===== src/rtl/alarm_pkg.sv =====
// alarm_pkg: shared constants, rate type and helpers for the alarm/interrupt unit.
// Assumes 8-bit registers and a 4-bit register address.
package alarm_pkg;

    localparam int NUM_FIELDS   = 4;   // seconds, minutes, hours, date
    localparam int ADR_FLAGS    = 0;
    localparam int ADR_ALM_BASE = 2;   // seconds alarm, then min, hour, date
    localparam int ADR_IRQ_CTL  = 6;

    localparam int MASK_BIT   = 7;     // mask bit inside each alarm field
    localparam int AE_BIT     = 7;
    localparam int ABE_BIT    = 5;
    localparam int WF_BIT     = 7;
    localparam int AF_BIT     = 6;
    localparam int BLF_BIT    = 4;

    typedef enum logic [2:0] {
        RATE_EVERY,
        RATE_SEC,
        RATE_MIN_SEC,
        RATE_HR_MIN_SEC,
        RATE_FULL
    } alarm_rate_e;

    // Map the mask pattern {M3,M2,M1,M0} to an alarm rate; unknown -> every tick.
    function automatic alarm_rate_e decode_rate(input logic [NUM_FIELDS-1:0] am);
        case (am)
            4'b1110: decode_rate = RATE_SEC;
            4'b1100: decode_rate = RATE_MIN_SEC;
            4'b1000: decode_rate = RATE_HR_MIN_SEC;
            4'b0000: decode_rate = RATE_FULL;
            default: decode_rate = RATE_EVERY;
        endcase
    endfunction

    // Significant compare bits of each BCD field.
    function automatic logic [7:0] field_cmp_mask(input int idx);
        field_cmp_mask = (idx < 2) ? 8'h7F : 8'h3F;
    endfunction

endpackage


===== src/rtl/alarm_match.sv =====
// alarm_match: compares current BCD time fields with alarm targets under the
// per-field mask bits. Purely combinational; the caller qualifies with tick.
module alarm_match
    import alarm_pkg::*;
#(
    parameter int DW = 8
) (
    input  logic [NUM_FIELDS-1:0][DW-1:0] alm_fields,
    input  logic [NUM_FIELDS-1:0][DW-1:0] cur_fields,
    output logic                          match
);

    logic [NUM_FIELDS-1:0] field_eq;
    logic [NUM_FIELDS-1:0] mask_bits;
    alarm_rate_e           rate;

    for (genvar g = 0; g < NUM_FIELDS; g++) begin : g_cmp
        // Per-field equality over the significant BCD bits only.
        assign field_eq[g]  = ((alm_fields[g] ^ cur_fields[g]) & field_cmp_mask(g)) == '0;
        assign mask_bits[g] = alm_fields[g][MASK_BIT];
    end

    assign rate = decode_rate(mask_bits);

    // Select how many fields must agree for the chosen rate.
    always_comb begin
        case (rate)
            RATE_SEC:        match = field_eq[0];
            RATE_MIN_SEC:    match = &field_eq[1:0];
            RATE_HR_MIN_SEC: match = &field_eq[2:0];
            RATE_FULL:       match = &field_eq;
            default:         match = 1'b1;
        endcase
    end

endmodule


===== src/rtl/alarm_regs.sv =====
// alarm_regs: alarm target registers, interrupt-control register, and the
// alarm/watchdog flags with their end-of-access clear. Accesses are level
// qualified by acc_active and ignored in backup mode.
module alarm_regs
    import alarm_pkg::*;
#(
    parameter int DW = 8,
    parameter int AW = 4
) (
    input  logic                          clk,
    input  logic                          rst_n,
    input  logic                          acc_active,
    input  logic                          acc_wr,
    input  logic [AW-1:0]                 acc_addr,
    input  logic [DW-1:0]                 acc_wdata,
    input  logic                          backup,
    input  logic                          bat_low,
    input  logic                          tick,
    input  logic                          match,
    input  logic                          wdog_expire,
    output logic [DW-1:0]                 rdata,
    output logic [NUM_FIELDS-1:0][DW-1:0] alm_fields,
    output logic                          ae,
    output logic                          abe,
    output logic                          af,
    output logic                          wf,
    output logic                          flags_hold
);

    logic          acc_ok;
    logic          wr_en;
    logic          hold_q;
    logic          clear_pulse;
    logic [DW-1:0] ctl_q;
    logic [DW-1:0] fld_q [NUM_FIELDS];
    logic [DW-1:0] flags_rd;

    assign acc_ok      = acc_active && !backup;
    assign wr_en       = acc_ok && acc_wr;
    assign flags_hold  = acc_ok && (acc_addr == AW'(ADR_FLAGS));
    assign clear_pulse = hold_q && !flags_hold;

    // Remember that the flag address was held, to detect the end of access.
    always_ff @(posedge clk) begin
        if (!rst_n) hold_q <= 1'b0;
        else        hold_q <= flags_hold;
    end

    // Alarm flag: set on a matching tick, which wins over the access clear.
    always_ff @(posedge clk) begin
        if (!rst_n)              af <= 1'b0;
        else if (tick && match)  af <= 1'b1;
        else if (clear_pulse)    af <= 1'b0;
    end

    // Watchdog flag: set on expiry, cleared at the end of a flag access.
    always_ff @(posedge clk) begin
        if (!rst_n)            wf <= 1'b0;
        else if (wdog_expire)  wf <= 1'b1;
        else if (clear_pulse)  wf <= 1'b0;
    end

    // Interrupt-control register: all bits stored, AE/ABE decoded below.
    always_ff @(posedge clk) begin
        if (!rst_n)                                       ctl_q <= '0;
        else if (wr_en && acc_addr == AW'(ADR_IRQ_CTL))   ctl_q <= acc_wdata;
    end

    assign ae  = ctl_q[AE_BIT];
    assign abe = ctl_q[ABE_BIT];

    for (genvar g = 0; g < NUM_FIELDS; g++) begin : g_fld
        // One alarm target register per time field.
        always_ff @(posedge clk) begin
            if (!rst_n)                                          fld_q[g] <= '0;
            else if (wr_en && acc_addr == AW'(ADR_ALM_BASE + g)) fld_q[g] <= acc_wdata;
        end
        assign alm_fields[g] = fld_q[g];
    end

    // Assemble the read-only flag register; unused bits stay zero.
    always_comb begin
        flags_rd          = '0;
        flags_rd[WF_BIT]  = wf;
        flags_rd[AF_BIT]  = af;
        flags_rd[BLF_BIT] = bat_low;
    end

    // Read mux over the registers owned here; others read as zero.
    always_comb begin
        rdata = '0;
        if (acc_addr == AW'(ADR_FLAGS))   rdata = flags_rd;
        if (acc_addr == AW'(ADR_IRQ_CTL)) rdata = ctl_q;
        for (int i = 0; i < NUM_FIELDS; i++) begin
            if (acc_addr == AW'(ADR_ALM_BASE + i)) rdata = fld_q[i];
        end
    end

endmodule


===== src/rtl/irq_combine.sv =====
// irq_combine: merges alarm, watchdog and 512 Hz test sources onto one
// active-low open-drain enable. Combinational; assumes registered flags.
module irq_combine (
    input  logic af,
    input  logic ae,
    input  logic abe,
    input  logic backup,
    input  logic wf,
    input  logic wds,
    input  logic ft_en,
    input  logic wdog_zero,
    input  logic osc_512,
    input  logic flags_hold,
    output logic irq_od_n
);

    logic alarm_src;
    logic wd_src;
    logic ft_src;

    // Alarm needs AE; in backup it also needs ABE; masked during flag access.
    assign alarm_src = af && ae && (!backup || abe) && !flags_hold;
    // Watchdog reaches the pin only when steered to it.
    assign wd_src    = wf && !wds && !flags_hold;
    // Test square wave when enabled, alarm off, watchdog steered or idle.
    assign ft_src    = ft_en && !ae && (wds || wdog_zero) && osc_512;

    assign irq_od_n  = !(alarm_src || wd_src || ft_src);

endmodule


===== src/rtl/alarm_irq_unit.sv =====
// alarm_irq_unit: top of the masked alarm and interrupt logic. Assumes the
// time fields are stable and already advanced in the cycle tick is high.
module alarm_irq_unit
    import alarm_pkg::*;
#(
    parameter int DW = 8,
    parameter int AW = 4
) (
    input  logic          clk,
    input  logic          rst_n,
    input  logic          tick,
    input  logic [DW-1:0] cur_sec,
    input  logic [DW-1:0] cur_min,
    input  logic [DW-1:0] cur_hour,
    input  logic [DW-1:0] cur_date,
    input  logic          acc_active,
    input  logic          acc_wr,
    input  logic [AW-1:0] acc_addr,
    input  logic [DW-1:0] acc_wdata,
    output logic [DW-1:0] acc_rdata,
    input  logic          backup,
    input  logic          bat_low,
    input  logic          wdog_expire,
    input  logic          wds,
    input  logic          wdog_zero,
    input  logic          ft_en,
    input  logic          osc_512,
    output logic          irq_od_n
);

    logic [NUM_FIELDS-1:0][DW-1:0] alm_fields;
    logic [NUM_FIELDS-1:0][DW-1:0] cur_fields;
    logic match;
    logic ae;
    logic abe;
    logic af;
    logic wf;
    logic flags_hold;

    assign cur_fields = {cur_date, cur_hour, cur_min, cur_sec};

    alarm_match #(.DW(DW)) u_match (
        .alm_fields (alm_fields),
        .cur_fields (cur_fields),
        .match      (match)
    );

    alarm_regs #(.DW(DW), .AW(AW)) u_regs (
        .clk         (clk),
        .rst_n       (rst_n),
        .acc_active  (acc_active),
        .acc_wr      (acc_wr),
        .acc_addr    (acc_addr),
        .acc_wdata   (acc_wdata),
        .backup      (backup),
        .bat_low     (bat_low),
        .tick        (tick),
        .match       (match),
        .wdog_expire (wdog_expire),
        .rdata       (acc_rdata),
        .alm_fields  (alm_fields),
        .ae          (ae),
        .abe         (abe),
        .af          (af),
        .wf          (wf),
        .flags_hold  (flags_hold)
    );

    irq_combine u_irq (
        .af         (af),
        .ae         (ae),
        .abe        (abe),
        .backup     (backup),
        .wf         (wf),
        .wds        (wds),
        .ft_en      (ft_en),
        .wdog_zero  (wdog_zero),
        .osc_512    (osc_512),
        .flags_hold (flags_hold),
        .irq_od_n   (irq_od_n)
    );

endmodule


===== config.mk =====
export PLATFORM = sky130hd
export DESIGN_NAME = alarm_irq_unit
export DESIGN_NICKNAME = d
export VERILOG_FILES = /design/src/rtl/alarm_pkg.sv /design/src/rtl/alarm_match.sv /design/src/rtl/alarm_regs.sv /design/src/rtl/irq_combine.sv /design/src/rtl/alarm_irq_unit.sv
export SDC_FILE = /design/constraint.sdc
export NUM_CORES = 1
export LEC_CHECK = 0
export BUFFER_PORTS_ARGS = -buffer_cell sky130_fd_sc_hd__buf_4
export CAP_MARGIN = 15
export CORE_UTILIZATION = 56
export CTS_BUF_LIST = sky130_fd_sc_hd__clkbuf_4 sky130_fd_sc_hd__clkbuf_8 sky130_fd_sc_hd__clkbuf_16
export CTS_CLUSTER_SIZE = 14
export DETAILED_ROUTE_END_ITERATION = 16
export PLACE_DENSITY = 0.93
export SLEW_MARGIN = 30
export SYNTH_ARGS = -nofsm -noshare
export SYNTH_HDL_FRONTEND = slang
export SYNTH_SLANG_ARGS = --single-unit

===== constraint.sdc =====
create_clock -name clk -period 5.39 [get_ports clk]
set_input_delay 0.8085 -clock clk [delete_from_list [all_inputs] [get_ports clk]]
set_output_delay 0.8085 -clock clk [all_outputs]
set_load 0.02 [all_outputs]

# --- Yosys cells after proc, flatten, opt, wreduce, memory -nomap -nowiden ---
# Memories as Yosys holds them, arrays and structs flattened.
# Index checks and enable logic that the tools add are counted.
totals:
  ramBits: 32
  register_bits: 11
  mem_count: 1
  wordCells: 91
op_classes:
  n_reduce_logical: 38
  n_bitwise: 8
  eq_ne: 12
  n_mux: 28
memory_table:
  columns: ["name", "depth", "word_bits", "read_ports", "rd_clocked_by_memory_dff", "wr", "line", "source"]
  rows:
  - ["u_regs.fld_q", 4, 8, 4, 0, 4, "alarm_regs.sv:35", "logic [DW-1:0] fld_q [NUM_FIELDS];"]
ops:
  columns: ["operator", "count"]
  rows:
  - ["8-bit two-way mux", 10]
  - ["8-bit logical NOT", 4]
  - ["1-bit logical AND", 18]
  - ["1-bit two-way mux", 16]
  - ["7-bit bitwise XOR", 2]
  - ["4-bit by 3-bit == test with 1-bit output (second input constant)", 3]
  - ["4-bit == test (second input constant)", 3]
  - ["3-bit case mux with 4 select lines", 1]
  - ["6-bit bitwise XOR", 2]
  - ["4-bit by 2-bit == test with 1-bit output (second input constant)", 2]
  - ["4-bit logical NOT", 2]
  - ["3-bit by 2-bit == test with 1-bit output (second input constant)", 2]
  - ["1-bit logical NOT", 5]
  - ["1-bit logical OR", 4]
  - ["1-bit OR", 4]
  - ["1-bit case mux with 4 select lines", 1]
  - ["4-bit AND reduction", 1]
  - ["2-bit nonzero test", 2]
  - ["3-bit by 1-bit == test with 1-bit output (second input constant)", 1]
  - ["3-bit == test (second input constant)", 1]
  - ["3-bit AND reduction", 1]
  - ["2-bit AND reduction", 1]

# --- Logic depth before layout (Yosys ltp) ---
# Gate-level depths: netlist of the first run.
depth:
  depth_word: 8
  mapped_depth: 7
  ltp_nobuf: 5

# --- Hierarchy ---
# A second synthesis of the first run with hierarchy kept.
unflattened:
  cells_unflattened: 231
  hier_area_um2: 2477.4
by_module_without_submodules:
  columns: ["mod", "n_inst", "cells_each", "area_each_um2"]
  rows:
  - ["alarm_regs", 1, 184, 2107.0]
  - ["alarm_match", 1, 42, 334.1]
  - ["irq_combine", 1, 5, 36.3]

# --- Least setup slack after synthesis of the first run ---
# OpenSTA, ideal clock, no wires.
synth_path:
  kind: "input port to output port"
  startpoint: "in acc_addr[1]"
  endpoint: "out acc_rdata[7]"
  cell_stages: 4
  slack_ns: 2.725
  path_buffers: 1
  arrival_ns: 1.856
  path_cell_list: "buf_6 mux4_2 a222oi_1 inv_1"
synth_between:
  elab_chain_cells: 7
  elab_cells_between_ends: 12
  classes_between: "eq/ne (5); mux (6); reduce/logical (1)"
synth_lines:
  columns: ["element", "line", "source"]
  rows:
  - ["start: declaration", "alarm_irq_unit.sv:18", "input logic [AW-1:0] acc_addr,"]
  - ["4-bit logical NOT", "alarm_regs.sv:92", "if (acc_addr == AW'(ADR_FLAGS)) rdata = flags_rd;"]
  - ["8-bit two-way mux", "alarm_regs.sv:92", null]
  - ["8-bit two-way mux", "alarm_regs.sv:93", "if (acc_addr == AW'(ADR_IRQ_CTL)) rdata = ctl_q;"]
  - ["8-bit two-way mux (3 in series)", "alarm_regs.sv:95", "if (acc_addr == AW'(ADR_ALM_BASE + i)) rdata = fld_q[i];"]
  - ["8-bit two-way mux (*)", "alarm_regs.sv:95", null]
  - ["end: declaration", "alarm_irq_unit.sv:20", "output logic [DW-1:0] acc_rdata,"]
# Mark *: on every way between the ends. The rest lies on a longest branch, timed or not.

# --- Worst setup path after layout of the first run ---
layout_path:
  startpoint: "in acc_addr[1]"
  endpoint: "out acc_rdata[1]"
layout_between:
  elab_chain_cells: 6
  elab_cells_between_ends: 10
  classes_between: "eq/ne (5); mux (5)"
layout_lines:
  columns: ["element", "line"]
  rows:
  - ["4-bit by 3-bit == test with 1-bit output", "alarm_regs.sv:93"]
  - ["8-bit two-way mux", "alarm_regs.sv:93"]
  - ["8-bit two-way mux (3 in series)", "alarm_regs.sv:95"]
  - ["8-bit two-way mux (*)", "alarm_regs.sv:95"]
# Marked as above.

==> reports/results.ini, run 1 <==
[status]
status=finished clean

[logic_synthesis]
synth_top_cells_by_count=sky130_fd_sc_hd__and2_1, sky130_fd_sc_hd__edfxtp_1, sky130_fd_sc_hd__xor2_1
ys_async_sr_fraction_pct=0
syn_nets=272
synthSimpleGateAreaFrac_pct=20.7
synth.top_cell.area_share_pct=39.7
count_leader_synth=sky130_fd_sc_hd__and2_1
synth_top_area_cell=sky130_fd_sc_hd__edfxtp_1
synth_xor_area_share_pct=9.42
yosysWarningCount=0
post_synth.cell_area_avg_um2=11.2
synth_compound_area_share_pct=11.5
synth_top_family_by_area=simple AND/OR/NAND/NOR gates
portion_of_the_post_synthesis_area_used_by_sequential_elements_pct=48.8
ys_types=43
ys_seq_elements=43
mappedNetlistArea_um2=2420
area_contributors_post_synth=sky130_fd_sc_hd__edfxtp_1, sky130_fd_sc_hd__dfxtp_1, sky130_fd_sc_hd__and2_1
post_synth_adder_cell_area_pct=0
synth_edf_count=32
syn-instance-count=216
post_synth_mux_area_share_pct=6.83
synth_top_flop_cell=sky130_fd_sc_hd__edfxtp_1

[critical_path]
critical_path.endpoint_type=output pin
path_class=primary input to output pin
worstPathMaxFanout=13
cpMaxStageDelayCell=sky130_fd_sc_hd__nand2_1
cp_common_cell=sky130_fd_sc_hd__buf_4
critical_path.top_delay_family=simple AND/OR/NAND/NOR gates
worst_path_largest_cell_delay_ps=290
critical_path_arrival_ps=2140
start_kind=primary input
path_cells=buf_4 > nand2b_2 > nor2_1 > nand2_1 > o221ai_1 > o21a_1 > buf_4
required_arrival_time_at_the_worst_endpoint_ps=4580
worst-path-buf-inv=2

[power_and_ir_drop]
power.ir.vdd_worst_v=0.000198
cellLeakagePower_nw=1.22
power.density_nw_per_um2=240

[global_routing]
largest_net_degree_at_the_start_of_global_routing=18
antenna_found_initial=0
overflow=0
gr-usage-all-layers_pct=29.2
grt_first_pass_wirelength_um=9180
vias_in_the_first_global_route=1974

[sta]
fin_skew_ps=8.28
worst_slew_margin_rel_pct=46.4
fin_hold_ws_ps=524
maxSlewViolCount=0
grt_setup_unrepaired=no
fin_crit_ps=2950
setup_viol=0
pin_slew_with_the_least_headroom_to_its_limit_ps=799
fmaxAchievable_ghz=0.340
report.final.hold_viol_count=0
post-route-period-util_pct=54.6
fin_setup_tns_ps=0

[floorplan]
rows=23
initial_utilization_pct=59.2
fp.dieArea_um2=4590
floorplan.io_pins=65
core_area_um2=4090
die_height_um=67.7
fp.dieW_um=67.7

[cts]
cts.repair_timing.setup_buffer_count=0
worst_skew_pair.late_latency_ps=300
post_cts_hold_buffer_count=0
cts-resized-gates=0
number_of_cts_inserted_buffers=5
clk_buf_depth=2
numClockSinks=43
cts_root_buf=sky130_fd_sc_hd__clkbuf_8
clkSlewWorstSetupHoldPaths_ps=80
cts_max_level=2
cts_tree=built

[cells_and_area]
drive_above_1_share_pct=27.9
syn2layout_area_growth_pct=23.2
antennaDiodeCount=0
fin_nets=331

[flow_run]
cap_viol_max_count=0

[route]
postRouteWirelength_um=6180
num_vias=1940
drtIter0Drc=234
drt_drc_violations_left=0
routedWlPerCell_um=19.0
vias_per_cell=5.95
detailedRoute.firstPassIterationCount=5
drt.antenna.violating_nets=0

[min_path]
hold_class=register to register

[place]
place.gp.congestion=0.908
dp.final_hpwl_um=4760
placement.io_buffers=58

==> sequential cells by signal (all words and copies together) (netlist names) <==
| name | count |
|---|---|
| u_regs.af | 1 |
| u_regs.fld_q | 32 |
| u_regs.wf | 1 |
| u_regs.ctl_q | 8 |
| u_regs.hold_q | 1 |
==> tightest hold or removal path, delay by kind of cell, from the launching register on <==
kind,cells,cell delay (ps)
DFF,1,330
and+or+nand+nor,1,90
muxes,1,70
==> worst paths after layout <==
kind,start,end,slack [ps],cells after the start
max,acc_addr[1],acc_rdata[1],2440,7
min,u_regs.ctl_q[6],u_regs.ctl_q[6],520,2
max reg2reg,u_regs.fld_q[1][6],u_regs.af,3720,5
min reg2reg,u_regs.ctl_q[6],u_regs.ctl_q[6],520,2
==> where the power goes <==
part | internal, mW | leakage [nW] | switching [mW]
Combinational | 0.0573 | 0.779 | 0.0556
Clock | 0.110 | 0.0519 | 0.109
Sequential | 0.370 | 0.394 | 0.0133
Total | 0.537 | 1.22 | 0.178
==> layer usage <==
metal | up-vias | share of wire (%) | GRT usage, %
met5 | - | 0 | 0
met4 | 0 | 2.7 | 12.8
met3 | 17 | 7.4 | 5.74
met2 | 103 | 52 | 51.7
met1 | 914 | 38 | 33.7
li1 | 906 | - | -
==> cell type report <==
cell class,count,area (µm²)
Clock buffer,7,90.1
Clock inverter,1,8.76
Fill cell,294,1110
Inverter,5,18.8
Multi-Input combinational cell,161,1180
Sequential cell,43,1180
Tap cell,50,62.6
Timing Repair Buffer,59,443
==> metrics by stage <==
step / power [mW] / worst slack [ps] / utilization (%) / instances / area [µm²]
5_1_grt: 0.740 / 2350 / 72.9 / 326 / 2980
2_1_floorplan: 0.443 / 2730 / - / 216 / 2420
3_3_place_gp: 0.496 / 2420 / 70.4 / 318 / 2880
3_5_place_dp: 0.501 / 2470 / 70.5 / 318 / 2880
4_1_cts: 0.716 / 2470 / 72.9 / 326 / 2980
6_report: 0.715 / 2440 / 72.9 / 326 / 2980
==> cell usage in the layout, fill, tap and decap left out, types with 3 or more instances in the layout <==
master | Yosys | layout
sky130_fd_sc_hd__and2_1 | 34 | 34
sky130_fd_sc_hd__mux2i_1 | 12 | 12
sky130_fd_sc_hd__nor2b_1 | 12 | 12
sky130_fd_sc_hd__o221ai_1 | 5 | 5
sky130_fd_sc_hd__o21a_1 | 5 | 5
sky130_fd_sc_hd__nand3_1 | 4 | 4
sky130_fd_sc_hd__xnor2_1 | 9 | 9
sky130_fd_sc_hd__inv_1 | 5 | 5
sky130_fd_sc_hd__buf_4 | 1 | 59
sky130_fd_sc_hd__nand2b_1 | 3 | 3
sky130_fd_sc_hd__edfxtp_1 | 32 | 32
sky130_fd_sc_hd__nor2_1 | 8 | 8
sky130_fd_sc_hd__dfxtp_1 | 11 | 11
sky130_fd_sc_hd__a22oi_1 | 7 | 7
sky130_fd_sc_hd__nand2_1 | 5 | 5
sky130_fd_sc_hd__a22o_1 | 3 | 3
sky130_fd_sc_hd__xor2_1 | 17 | 17
sky130_fd_sc_hd__clkbuf_8 | 0 | 6
sky130_fd_sc_hd__nor4_1 | 4 | 4
==> cell families (layout without fill, tap and decap cells) <==
group / after synthesis / count (layout)
XOR/XNOR: 26 / 26
flip-flops: 43 / 43
multiplexers: 14 / 14
buffers and inverters: 12 / 72
AO/OA/AOI/OAI: 37 / 37
AND/OR/NAND/NOR: 84 / 84
No activity file was read; power rests on OpenSTA's default activity.
==> inputs of run 2 (changes only) <==
- CORE_UTILIZATION: 56 -> 47
- PLACE_DENSITY: 0.93 -> 0.84
- clock period: 5.39 -> 2.7 ns (I/O delays scaled with it)
==> reports/results.ini, run 2 (synthesis gave the netlist of run 1 again) <==
[status]
status=finished clean

[sta]
grt_setup_unrepaired=no
post-route-period-util_pct=81.7
report.final.hold_viol_count=0
worst_slew_margin_rel_pct=67.8
pin_slew_with_the_least_headroom_to_its_limit_ps=483
fmaxAchievable_ghz=0.453
fin_skew_ps=4.78
setup_viol=0
fin_crit_ps=2210
maxSlewViolCount=0
fin_setup_tns_ps=0

[global_routing]
antenna_found_initial=0
gr-usage-all-layers_pct=24.3
vias_in_the_first_global_route=1923
grt_first_pass_wirelength_um=9450
overflow=0
largest_net_degree_at_the_start_of_global_routing=18

[cells_and_area]
drive_above_1_share_pct=28.3
syn2layout_area_growth_pct=24.4
antennaDiodeCount=0
fin_nets=334
largest_reg_flops=32
final_core_utilization_pct=62.1
top_flop_regs=u_regs.fld_q (32), u_regs.ctl_q (8)
most-common-layout-cells=sky130_fd_sc_hd__buf_4, sky130_fd_sc_hd__and2_1, sky130_fd_sc_hd__edfxtp_1, sky130_fd_sc_hd__xor2_1
largest_register=u_regs.fld_q
most_common_library_cell_in_the_layout_ignoring_fill_and_taps=sky130_fd_sc_hd__buf_4

[power_and_ir_drop]
power_mw=1.41
cellLeakagePower_nw=1.24
power.ir.vdd_worst_v=0.000288
power.density_nw_per_um2=469

[route]
detailedRoute.firstPassIterationCount=4
drt.antenna.violating_nets=0
routedWlPerCell_um=17.6
postRouteWirelength_um=6090
vias_per_cell=5.53
drt_drc_violations_left=0
num_vias=1912
drtIter0Drc=228

[floorplan]
floorplan.io_pins=65
fp.dieArea_um2=5440
rows=25
fp.dieW_um=73.7
die_height_um=73.7
initial_utilization_pct=49.9
core_area_um2=4850

[cts]
cts_root_buf=sky130_fd_sc_hd__clkbuf_8
post_cts_hold_buffer_count=0
numClockSinks=43
cts_tree=built
clk_buf_depth=2
cts.repair_timing.setup_buffer_count=0
worst_skew_pair.late_latency_ps=300
cts_max_level=2
number_of_cts_inserted_buffers=5
cts-resized-gates=0
clkSlewWorstSetupHoldPaths_ps=80

[place]
place.gp.congestion=0.932
placement.io_buffers=58
dp.final_hpwl_um=4760

[min_path]
hold_class=primary input to register

[critical_path]
required_arrival_time_at_the_worst_endpoint_ps=2300
worstPathMaxFanout=5
start_kind=register
critical_path_arrival_ps=1800
critical_path.endpoint_type=output pin
path_class=register to output pin

[flow_run]
cap_viol_max_count=0

-- run 2: worst paths after layout --
kind	startpoint	to	slack [ps]	cells after the start
hold reg to reg	u_regs.ctl_q[6]	u_regs.ctl_q[6]	530	2
setup reg to reg	u_regs.fld_q[1][6]	u_regs.af	1130	5
hold / removal	wdog_expire	u_regs.wf	340	3
setup / recovery	u_regs.fld_q[2][7]	acc_rdata[7]	490	4
-- run 2: stage by stage --
stage / area, µm² / cells / hold WS (ps) / setup WS, ps
after detailed placement: 2920 / 338 / 510 / 592
after CTS: 3010 / 346 / 342 / 495
final: 3010 / 346 / 337 / 493
after floorplan: 2420 / 216 / 480 / 669
after global routing: 3010 / 346 / 362 / 419
after global placement: 2920 / 338 / 496 / 624
-- run 2: report_power, final --
part	internal (mW)	total (mW)	switching, mW
sequential	0.738	0.763	0.0251
clock	0.202	0.422	0.221
combinational	0.117	0.226	0.109
total	1.06	1.41	0.354
-- run 2: layout make-up --
class	instances	area (µm²)
Fill cell	384	1840
Sequential cell	43	1180
Multi-Input combinational cell	161	1170
Timing Repair Buffer	62	465
Clock buffer	7	83.8
Tap cell	67	83.8
Inverter	5	18.8
Clock inverter	1	5.00
-- run 2: worst max-delay path, cell delays in order, from the launching register on --
cell and delay (ps):
sky130_fd_sc_hd__edfxtp_1 470, sky130_fd_sc_hd__mux4_2 490, sky130_fd_sc_hd__a222oi_1 310, sky130_fd_sc_hd__inv_1 70
sky130_fd_sc_hd__buf_4 160
-- run 2: metal layers --
metal,vias up,part of all wire (%),global-route usage (%)
met2,94,52,43.5
met1,886,37,28.6
met5,-,0,0
li1,916,-,-
met4,0,2.9,9.83
met3,16,8.1,4.53
==> inputs of run 3 (changes only) <==
- ABC_AREA: unset -> 1
- clock period: 2.7 -> 2 ns (I/O delays scaled with it)
==> reports/results.ini, run 3 <==
[status]
status=finished clean

[logic_synthesis]
yosysWarningCount=0
synth_top_cells_by_count=sky130_fd_sc_hd__nand2_1, sky130_fd_sc_hd__nor2_1, sky130_fd_sc_hd__inv_1
ys_seq_elements=43
count_leader_synth=sky130_fd_sc_hd__nand2_1
synth.top_cell.area_share_pct=39.4
ys_types=24
area_contributors_post_synth=sky130_fd_sc_hd__edfxtp_1, sky130_fd_sc_hd__nand2_1, sky130_fd_sc_hd__dfxtp_1
synth_edf_count=32
synth_top_area_cell=sky130_fd_sc_hd__edfxtp_1
synth_top_flop_cell=sky130_fd_sc_hd__edfxtp_1
syn-instance-count=304
portion_of_the_post_synthesis_area_used_by_sequential_elements_pct=48.5
post_synth.cell_area_avg_um2=8.01
mappedNetlistArea_um2=2440
syn_nets=360
ys_async_sr_fraction_pct=0

[power_and_ir_drop]
cellLeakagePower_nw=1.46
net_load_switching_power_uw=490
power.ir.vdd_worst_v=0.000576
seq_power_share_pct=54.6
power_switching_share_pct=26.1
power_mw=1.88
internal_power_mw=1.39
combinationalPowerShare_pct=15.6
power.share.clock_pct=29.8
power.density_nw_per_um2=613

[min_path]
holdCritStartpoint=wdog_expire
hold_class=primary input to register

[cts]
cts_root_buf=sky130_fd_sc_hd__clkbuf_8
cts_tree=built
cts.repair_timing.setup_buffer_count=0
clkSlewWorstSetupHoldPaths_ps=90
cts_max_level=2
worst_skew_pair.late_latency_ps=300
cts-resized-gates=0
post_cts_hold_buffer_count=0
number_of_cts_inserted_buffers=5
numClockSinks=43
clk_buf_depth=2

[critical_path]
critical_path_arrival_ps=1550
regToRegSetupSlack_ps=530
worst_path_largest_cell_delay_ps=340
start_kind=primary input
path_class=primary input to output pin
critical_path.endpoint_type=output pin
worstPathMaxFanout=8
timing.critical_path.depth=8
startpoint=acc_addr[1]
cpMaxStageDelayCell=sky130_fd_sc_hd__a221oi_1
critical_path.top_delay_family=buffers and inverters
regToRegEndpoint=u_regs.af
required_arrival_time_at_the_worst_endpoint_ps=1700
setup.worst_path.end=acc_rdata[5]
path_cells=buf_4 > inv_2 > nor2_2 > nand2_1 > inv_2 > a221oi_1 > o211ai_1 > buf_4
worstRegToRegCells=11
timing.rr.start=u_regs.fld_q[0][5]
worst-path-buf-inv=4

[sta]
maxSlewViolCount=0
setup_viol=0
pin_slew_with_the_least_headroom_to_its_limit_ps=371
grt_setup_unrepaired=no
fin_setup_tns_ps=0
report.final.hold_viol_count=0
fmaxAchievable_ghz=0.539
fin_skew_ps=13.3
post-route-period-util_pct=92.7
worst_slew_margin_rel_pct=75.2
fin_crit_ps=1850

[cells_and_area]
fill_cells=425
top_flop_regs=u_regs.fld_q (32), u_regs.ctl_q (8)
most_common_library_cell_in_the_layout_ignoring_fill_and_taps=sky130_fd_sc_hd__nand2_1
syn2layout_area_growth_pct=25.9
drive_above_1_share_pct=22.7
most-common-layout-cells=sky130_fd_sc_hd__nand2_1, sky130_fd_sc_hd__buf_4, sky130_fd_sc_hd__nor2_1, sky130_fd_sc_hd__inv_1, sky130_fd_sc_hd__edfxtp_1
final_core_utilization_pct=63.3
antennaDiodeCount=0
final_design_instance_area_without_fill_um2=3070
largest_register=u_regs.fld_q
fin_nets=429
largest_reg_flops=32

[place]
place.gp.congestion=0.873
post_dp_cell_area_um2=2980
placement.io_buffers=58
dp.final_hpwl_um=4900

[global_routing]
antenna_found_initial=0
vias_in_the_first_global_route=2336
grt_first_pass_wirelength_um=10100
gr-usage-all-layers_pct=25.1
largest_net_degree_at_the_start_of_global_routing=18
overflow=0

[route]
routedWlPerCell_um=14.1
drt_drc_violations_left=0
vias_per_cell=5.23
postRouteWirelength_um=6200
detailedRoute.firstPassIterationCount=4
drtIter0Drc=156
num_vias=2308
drt.antenna.violating_nets=0

[floorplan]
fp.dieW_um=74.0
rows=25
core_area_um2=4850
fp.dieArea_um2=5480
floorplan.io_pins=65
die_height_um=74.0
initial_utilization_pct=50.2

[flow_run]
cap_viol_max_count=0

-- run 3: changes by cell type after synthesis, sizes merged, moves of 7 or more --
cell,previous run,this run
nand2,5,78
xnor2,9,2
and2,34,0
inv,5,49
mux2i,12,0
a22oi,7,0
nor2b,12,0
o21ai,4,12
a21oi,2,12
a221oi,0,7
nand3,4,15
nor2,9,60
-- run 3: cells by family (layout without fill, tap and decap cells) --
logic type,count (synthesis),in the layout,synth area share [%]
compound gates,35,35,8.89
buf+inv,51,121,8.47
xor+xnor,14,14,5.03
flops,43,43,48.5
simple gates,161,161,29.1
-- run 3: metal layers --
layer  vias to the layer above  part of all wire [%]  GRT usage (%)
met1                      1078                    38           28.8
li1                       1118                     -              -
met5                         -                     0              0
met4                         0                   2.7           12.2
met3                        18                   6.6           3.93
met2                        94                    52           45.5
-- run 3: layout make-up --
cell class / instances / area, µm² / share of cell area (%)
Timing Repair Buffer: 64 / 480 / 15.7
Clock inverter: 2 / 12.5 / 0.408
Inverter: 49 / 184 / 6.00
Sequential cell: 43 / 1180 / 38.5
Clock buffer: 6 / 76.3 / 2.49
Multi-Input combinational cell: 210 / 1050 / 34.2
Tap cell: 67 / 83.8 / 2.73
-- run 3: worst min-delay path by stage --
stage                 to  depth (start not counted)
6_report       u_regs.wf                          3
2_1_floorplan  u_regs.wf                          2
4_1_cts        u_regs.wf                          3
3_5_place_dp   u_regs.af                          2
3_3_place_gp   u_regs.af                          2
5_1_grt        u_regs.wf                          3
-- run 3: metrics by stage --
stage                     cells  setup WS (ps)  hold slack, ps
after global placement      433            173             487
after detailed placement    433            150             499
after CTS                   441            146             214
after global routing        441           86.5             241
after floorplan             304            131             417
final                       441            146             207
-- run 3: worst register-to-register path: stages, from the launching register on --
cell and delay [ps]:
sky130_fd_sc_hd__edfxtp_1 430, sky130_fd_sc_hd__inv_1 90, sky130_fd_sc_hd__nand2_1 60, sky130_fd_sc_hd__nand2_1 50, sky130_fd_sc_hd__nand3_1 70, sky130_fd_sc_hd__nor2_1 220
sky130_fd_sc_hd__nand2_1 120, sky130_fd_sc_hd__nor2_1 140, sky130_fd_sc_hd__nor2_1 50, sky130_fd_sc_hd__nand2_1 50, sky130_fd_sc_hd__nand2_1 40, sky130_fd_sc_hd__a21oi_1 100
-- run 3: power groups by stage --
stage / Clock, mW / Sequential (mW) / Combinational (mW)
2_1_floorplan: 0 / 1.04 / 0.148
3_3_place_gp: 0 / 1.04 / 0.283
3_5_place_dp: 0 / 1.05 / 0.294
4_1_cts: 0.556 / 1.03 / 0.295
5_1_grt: 0.588 / 1.03 / 0.324
6_report: 0.559 / 1.03 / 0.294
